<file path="src/rtl/clkdiv_pkg.sv">
package clkdiv_pkg;
    typedef enum logic [1:0] {
        ST_IDLE = 2'd0,
        ST_WAIT = 2'd1,
        ST_LAST = 2'd2
    } acc_state_e;
endpackage

</file>
<file path="src/rtl/div_chain.sv">
module div_chain #(
    parameter int STAGES = 4
) (
    input  logic              clk,
    input  logic              rst_n,
    output logic [STAGES-1:0] cnt_q,
    output logic [STAGES-1:0] cnt_d
);
    // Down-counting toggle stages: stage k flips when all lower stages are zero,
    // so every stage rises together when the chain wraps.
    for (genvar k = 0; k < STAGES; k++) begin : g_stage
        if (k == 0) begin : g_first
            assign cnt_d[k] = ~cnt_q[k];
        end else begin : g_next
            assign cnt_d[k] = cnt_q[k] ^ (cnt_q[k-1:0] == '0);
        end
    end

    always_ff @(posedge clk or negedge rst_n) begin
        if (!rst_n) cnt_q <= '0;
        else        cnt_q <= cnt_d;
    end
endmodule

</file>
<file path="src/rtl/tap_select.sv">
module tap_select #(
    parameter int STAGES = 4,
    localparam int SEL_W = $clog2(STAGES),
    localparam int PER_TAP = STAGES - 1
) (
    input  logic              clk,
    input  logic              rst_n,
    input  logic              sel_we,
    input  logic [SEL_W-1:0]  sel_wdata,
    input  logic              hold,
    input  logic [STAGES-1:0] cnt_q,
    input  logic [STAGES-1:0] cnt_d,
    output logic [SEL_W-1:0]  sel_act,
    output logic [SEL_W-1:0]  sel_nxt,
    output logic              tick,
    output logic              cpu_phi2,
    output logic              per_phi2
);
    logic [SEL_W-1:0]  sel_pend;
    logic [STAGES-1:0] mask;
    logic              wrap;

    assign wrap = (cnt_q == '0);

    always_comb begin
        sel_nxt = (wrap && !hold) ? sel_pend : sel_act;
        mask    = '0;
        for (int k = 0; k < STAGES; k++) begin
            if (k <= int'(sel_act)) mask[k] = 1'b1;
        end
    end

    // Processor cycle begins on the next edge when all selected stages are zero now.
    assign tick = ((cnt_q & mask) == '0);

    always_ff @(posedge clk or negedge rst_n) begin
        if (!rst_n) begin
            sel_pend <= SEL_W'(PER_TAP);
            sel_act  <= SEL_W'(PER_TAP);
            cpu_phi2 <= 1'b0;
            per_phi2 <= 1'b0;
        end else begin
            if (sel_we) sel_pend <= sel_wdata;
            sel_act  <= sel_nxt;
            cpu_phi2 <= cnt_d[sel_nxt];
            per_phi2 <= cnt_d[PER_TAP];
        end
    end
endmodule

</file>
<file path="src/rtl/wait_fsm.sv">
module wait_fsm
    import clkdiv_pkg::*;
#(
    parameter int STAGES = 4,
    localparam int SEL_W = $clog2(STAGES),
    localparam int PER_TAP = STAGES - 1
) (
    input  logic             clk,
    input  logic             rst_n,
    input  logic             tick,
    input  logic             per_cs,
    input  logic [SEL_W-1:0] sel_nxt,
    output acc_state_e       state,
    output logic             rdy,
    output logic             buf_oe
);
    acc_state_e        state_d;
    logic [STAGES-1:0] wcnt_q, wcnt_d, waits;

    always_comb begin
        waits = STAGES'((1 << (PER_TAP - int'(sel_nxt))) - 1);
    end

    always_comb begin
        state_d = state;
        wcnt_d  = wcnt_q;
        unique case (state)
            ST_IDLE: if (tick && per_cs) begin
                wcnt_d  = waits;
                state_d = (waits == '0) ? ST_LAST : ST_WAIT;
            end
            ST_WAIT: if (tick) begin
                wcnt_d  = wcnt_q - STAGES'(1);
                if (wcnt_q == STAGES'(1)) state_d = ST_LAST;
            end
            ST_LAST: if (tick) state_d = ST_IDLE;
            default: state_d = ST_IDLE;
        endcase
    end

    always_ff @(posedge clk or negedge rst_n) begin
        if (!rst_n) begin
            state  <= ST_IDLE;
            wcnt_q <= '0;
        end else begin
            state  <= state_d;
            wcnt_q <= wcnt_d;
        end
    end

    always_comb begin
        rdy    = (state != ST_WAIT);
        buf_oe = (state != ST_IDLE);
    end
endmodule

</file>
<file path="src/rtl/clkdiv_waitgen.sv">
module clkdiv_waitgen
    import clkdiv_pkg::*;
#(
    parameter int DIV_STAGES = 4,
    localparam int SEL_W = $clog2(DIV_STAGES)
) (
    input  logic             clk_master,
    input  logic             rst_n,
    input  logic             sel_we,
    input  logic [SEL_W-1:0] sel_wdata,
    input  logic             per_cs,
    output logic             cpu_phi2,
    output logic             per_phi2,
    output logic             rdy,
    output logic             buf_oe
);
    logic [DIV_STAGES-1:0] cnt_q, cnt_d;
    logic [SEL_W-1:0]      sel_act, sel_nxt;
    logic                  tick;
    acc_state_e            state;

    div_chain #(.STAGES(DIV_STAGES)) u_chain (
        .clk   (clk_master),
        .rst_n (rst_n),
        .cnt_q (cnt_q),
        .cnt_d (cnt_d)
    );

    tap_select #(.STAGES(DIV_STAGES)) u_taps (
        .clk       (clk_master),
        .rst_n     (rst_n),
        .sel_we    (sel_we),
        .sel_wdata (sel_wdata),
        .hold      (state != ST_IDLE),
        .cnt_q     (cnt_q),
        .cnt_d     (cnt_d),
        .sel_act   (sel_act),
        .sel_nxt   (sel_nxt),
        .tick      (tick),
        .cpu_phi2  (cpu_phi2),
        .per_phi2  (per_phi2)
    );

    wait_fsm #(.STAGES(DIV_STAGES)) u_fsm (
        .clk     (clk_master),
        .rst_n   (rst_n),
        .tick    (tick),
        .per_cs  (per_cs),
        .sel_nxt (sel_nxt),
        .state   (state),
        .rdy     (rdy),
        .buf_oe  (buf_oe)
    );
endmodule

</file>
<file path="config.mk">
export PLATFORM = sky130hd
export DESIGN_NAME = clkdiv_waitgen
export DESIGN_NICKNAME = d
export VERILOG_FILES = /design/src/rtl/clkdiv_pkg.sv /design/src/rtl/div_chain.sv /design/src/rtl/tap_select.sv /design/src/rtl/wait_fsm.sv /design/src/rtl/clkdiv_waitgen.sv
export SDC_FILE = /design/constraint.sdc
export NUM_CORES = 1
export LEC_CHECK = 0
export CORE_MARGIN = 2
export CORE_UTILIZATION = 57
export CTS_BUF_LIST = sky130_fd_sc_hd__clkbuf_4
export DETAILED_ROUTE_END_ITERATION = 12
export GPL_TIMING_DRIVEN = 0
export PLACE_DENSITY = 0.86
export SYNTH_ARGS = -nofsm -noshare
export SYNTH_HDL_FRONTEND = slang
export SYNTH_SLANG_ARGS = --single-unit
</file>
<file path="constraint.sdc">
create_clock -name clk_master -period 2.2 [get_ports clk_master]
set_input_delay 0.44 -clock clk_master [delete_from_list [all_inputs] [get_ports clk_master]]
set_output_delay 0.44 -clock clk_master [all_outputs]
set_load 0.005 [all_outputs]
</file>
==> results.json <==
{
  "end_kind": "flip-flop",
  "peakVddDrop_mv": 0.593,
  "critPathSlowestCell": "nor4b_1",
  "syn-mean-instance-area_um2": 9.83,
  "finalSetupViolations": 0,
  "total_wirelength_um": 2000,
  "start_util_pct": 61.9,
  "unrepaired_setup_endpoints_after_global_routing": "no",
  "number_of_synthesized_flops_with_an_enable_pin": 0,
  "grt_util_all_layers_pct": 24.4,
  "p_int_mw": 0.671,
  "cts.path.max_buffers": 2,
  "port_buffers": 9,
  "die_area_um2": 2020,
  "largest_delay_share_family_worst_path": "simple AND/OR/NAND/NOR gates",
  "gate_count_post_synth": 97,
  "yosysWarningCount": 0,
  "outcome": "complete, no violations",
  "cts_sinks": 15,
  "global_route_wire_length_before_repair_um": 3510,
  "finClkSkew_ns": 0.00145,
  "netsw_mw": 0.442,
  "synth_seq_cells": 15,
  "critPathBufInv": 1,
  "grt_overflow_total": 0,
  "final.period_utilization_pct": 95.3,
  "worst_skew_late_latency_ns": 0.28,
  "finalHoldViolCount": 0,
  "nFillCells": 116,
  "finalHoldWorstSlack_ns": 0.576,
  "post_cts.repair.setup_buffers": 0,
  "crit_path_start_kind": "flip-flop",
  "number_of_global_route_vias_before_repair": 760,
  "synth.yosys.seq_area_share_pct": 39.9,
  "post-route-min-period_ns": 2.10,
  "tritoncts_clock_tree": "yes",
  "max_clock_freq_mhz": 477,
  "netlist-cell-type-count": 40,
  "power.static_leakage_nw": 0.503,
  "r2r.worst_path.cells": 6,
  "power-per-cell-area_nw_per_um2": 1020,
  "cts_hold_buffers": 0,
  "design.core.area_um2": 1540,
  "die_h_um": 44.9,
  "syn_to_final_growth_pct": 14.7,
  "clock_power_share_pct": 15.4,
  "layout_commonest_cell": "inv_1",
  "clkSlewWorstSetupHoldPaths_ns": 0.09,
  "cpPeakStageDelay_ns": 0.55,
  "worstPathRequired_ns": 2.37,
  "routed_via_density": 6.13,
  "final_core_util_pct": 70.9,
  "rows": 14,
  "detail-route-antenna-nets": 0,
  "sequentialPowerShare_pct": 40.4,
  "path_class": "reg -> reg",
  "postSynth.topFlopCell": "dfrtp_1",
  "critical_path_depth_in_cells": 6,
  "slew_headroom_pct": 52.3,
  "root_buffer": "clkbuf_4",
  "async_flop_share_pct": 100,
  "dp_hpwl_um": 1440,
  "power.combinational.fraction_pct": 44.2,
  "place_ws_ns": -0.0170,
  "most-common-layout-cells": "12 x inv_1, 11 x dfrtp_1, 10 x nor2_1, 9 x clkdlybuf4s50_1, 6 x nand2_1",
  "first_pass_iteration_count_of_the_detailed_router": 4,
  "die-width_um": 44.9,
  "worst_pin_slew_ns": 0.713,
  "post_synthesis_cell_area_um2": 953,
  "cts-buffers-inserted": 3,
  "globalplace.congestion": 0.791,
  "post-route-drc-count": 0,
  "setup_ws_ns": 0.104,
  "fraction_of_final_layout_cells_sized_beyond_drive_strength_1_pct": 14.5,
  "wire_per_inst_um": 15.9,
  "report.final.slew_viol_count": 0,
  "cts_max_level": 1,
  "largest_net_degree_at_the_start_of_global_routing": 16,
  "cp_data_arrival_time_ns": 2.27,
  "holdCritPathClass": "in -> async",
  "timing.setup.tns_ns": 0,
  "antenna_cells_inserted": 0,
  "crit_chain": "inv_1 -> ha_1 -> nor4b_1 -> mux2i_1 -> o32a_1 -> o2bb2ai_1",
  "worst-path-max-fanout": 4,
  "p_sw_share_pct": 39.7,
  "drt_first_iter_violations": 38,
  "pin_count": 10,
  "routed-via-count": 772,
  "max_cap_violations": 0,
  "nets_final": 121,
  "antenna_found_initial": 0,
  "syn_nets": 107
}
## routing by layer
| layer | global-route usage [%] | vias to the layer above | part of all wire [%] |
|---|---|---|---|
| met1 | 33.5 | 358 | 46 |
| met2 | 35.9 | 30 | 46 |
| li1 | - | 373 | - |
| met3 | 4.80 | 11 | 4.1 |
| met4 | 14.1 | 0 | 3.9 |
| met5 | 0 | - | 0 |
## layout make-up
class | instances | area [um2] | share of cell area [%]
tap | 16 | 20.0 | 1.83
sequential | 15 | 380 | 34.8
multi-input combinational | 67 | 509 | 46.6
timing repair buffer | 9 | 90.1 | 8.24
clock buffer | 4 | 30.0 | 2.75
buffer | 3 | 18.8 | 1.72
inverter | 12 | 45.0 | 4.12
## path summary, 6_finish.rpt
path                            slack, ns                   startpoint                           to
worst max-delay path                 0.10   u_chain.cnt_q[0]$_DFF_PN0_    u_taps.cpu_phi2$_DFF_PN0_
max in group asynchronous            1.18                        rst_n   u_fsm.state[1]$_DFFE_PN0P_
min in group clk_master              0.62  u_fsm.wcnt_q[1]$_DFFE_PN0P_  u_fsm.wcnt_q[1]$_DFFE_PN0P_
worst max register to register       0.10   u_chain.cnt_q[0]$_DFF_PN0_    u_taps.cpu_phi2$_DFF_PN0_
worst min register to register       0.62  u_fsm.wcnt_q[1]$_DFFE_PN0P_  u_fsm.wcnt_q[1]$_DFFE_PN0P_
worst min-delay path                 0.58                        rst_n  u_fsm.wcnt_q[2]$_DFFE_PN0P_
## worst register-to-register path, delay by kind of cell, from the launching register on
kind	cells	cell delay, ns
AND/OR/NAND/NOR	1	0.56
AO/OA/AOI/OAI	2	0.46
flip-flops	1	0.47
buffers and inverters	1	0.13
adder cells (fa/ha/maj)	1	0.21
multiplexers	1	0.17
## logic make-up after synthesis
group	share of synthesized area, %
simple gates	19.3
flops	39.9
buf+inv	6.69
compound gates	21.3
fa+ha+maj	5.25
mux	6.69
xor+xnor	0.919
## timing repair
| item | CTS | global route |
|---|---|---|
| endpoints found under the setup margin | 0 | 2 |
| hold endpoints to repair | 0 | 0 |
| gates resized for setup | 0 | 1 |
## state kept, by name (all words and copies together) (netlist names)
signal and flops:
u_taps.sel_act 2, u_fsm.state 2, u_taps.cpu_phi2 1, u_taps.sel_pend 2
u_fsm.wcnt_q 4, u_chain.cnt_q 4
## synthesized netlist by cell type (2+ instances only)
| master | n | area share, % |
|---|---|---|
| a21oi_1 | 4 | 2.1 |
| a22oi_1 | 2 | 1.6 |
| a31oi_1 | 2 | 1.3 |
| and3_1 | 2 | 1.3 |
| clkbuf_1 | 2 | 0.79 |
| dfrtp_1 | 11 | 29 |
| dfstp_2 | 4 | 11 |
| ha_1 | 4 | 5.2 |
| inv_1 | 12 | 4.7 |
| mux2_2 | 3 | 3.5 |
| mux2i_1 | 3 | 3.1 |
| nand2_1 | 6 | 2.4 |
| nand3_1 | 2 | 1.0 |
| nand4_1 | 2 | 1.3 |
| nor2_1 | 10 | 3.9 |
| nor2b_1 | 2 | 1.3 |
| o21ai_0 | 3 | 1.6 |
## per-stage QoR
| stage | cells | cell area (um2) | power [mW] |
|---|---|---|---|
| finish | 126 | 1090 | 1.11 |
| global route | 126 | 1090 | 1.19 |
| CTS | 126 | 1090 | 1.11 |
| detailed placement | 122 | 1060 | 0.929 |
| global placement | 122 | 1060 | 0.897 |
| floorplan | 97 | 953 | 0.759 |
## power groups by stage
stage | Sequential [mW] | Clock (mW) | Combinational (mW)
floorplan | 0.432 | 0 | 0.327
global placement | 0.446 | 0 | 0.451
detailed placement | 0.454 | 0 | 0.475
CTS | 0.448 | 0.171 | 0.487
global route | 0.466 | 0.181 | 0.539
finish | 0.450 | 0.171 | 0.492
Note: power is estimated with default switching activity, not from simulation.
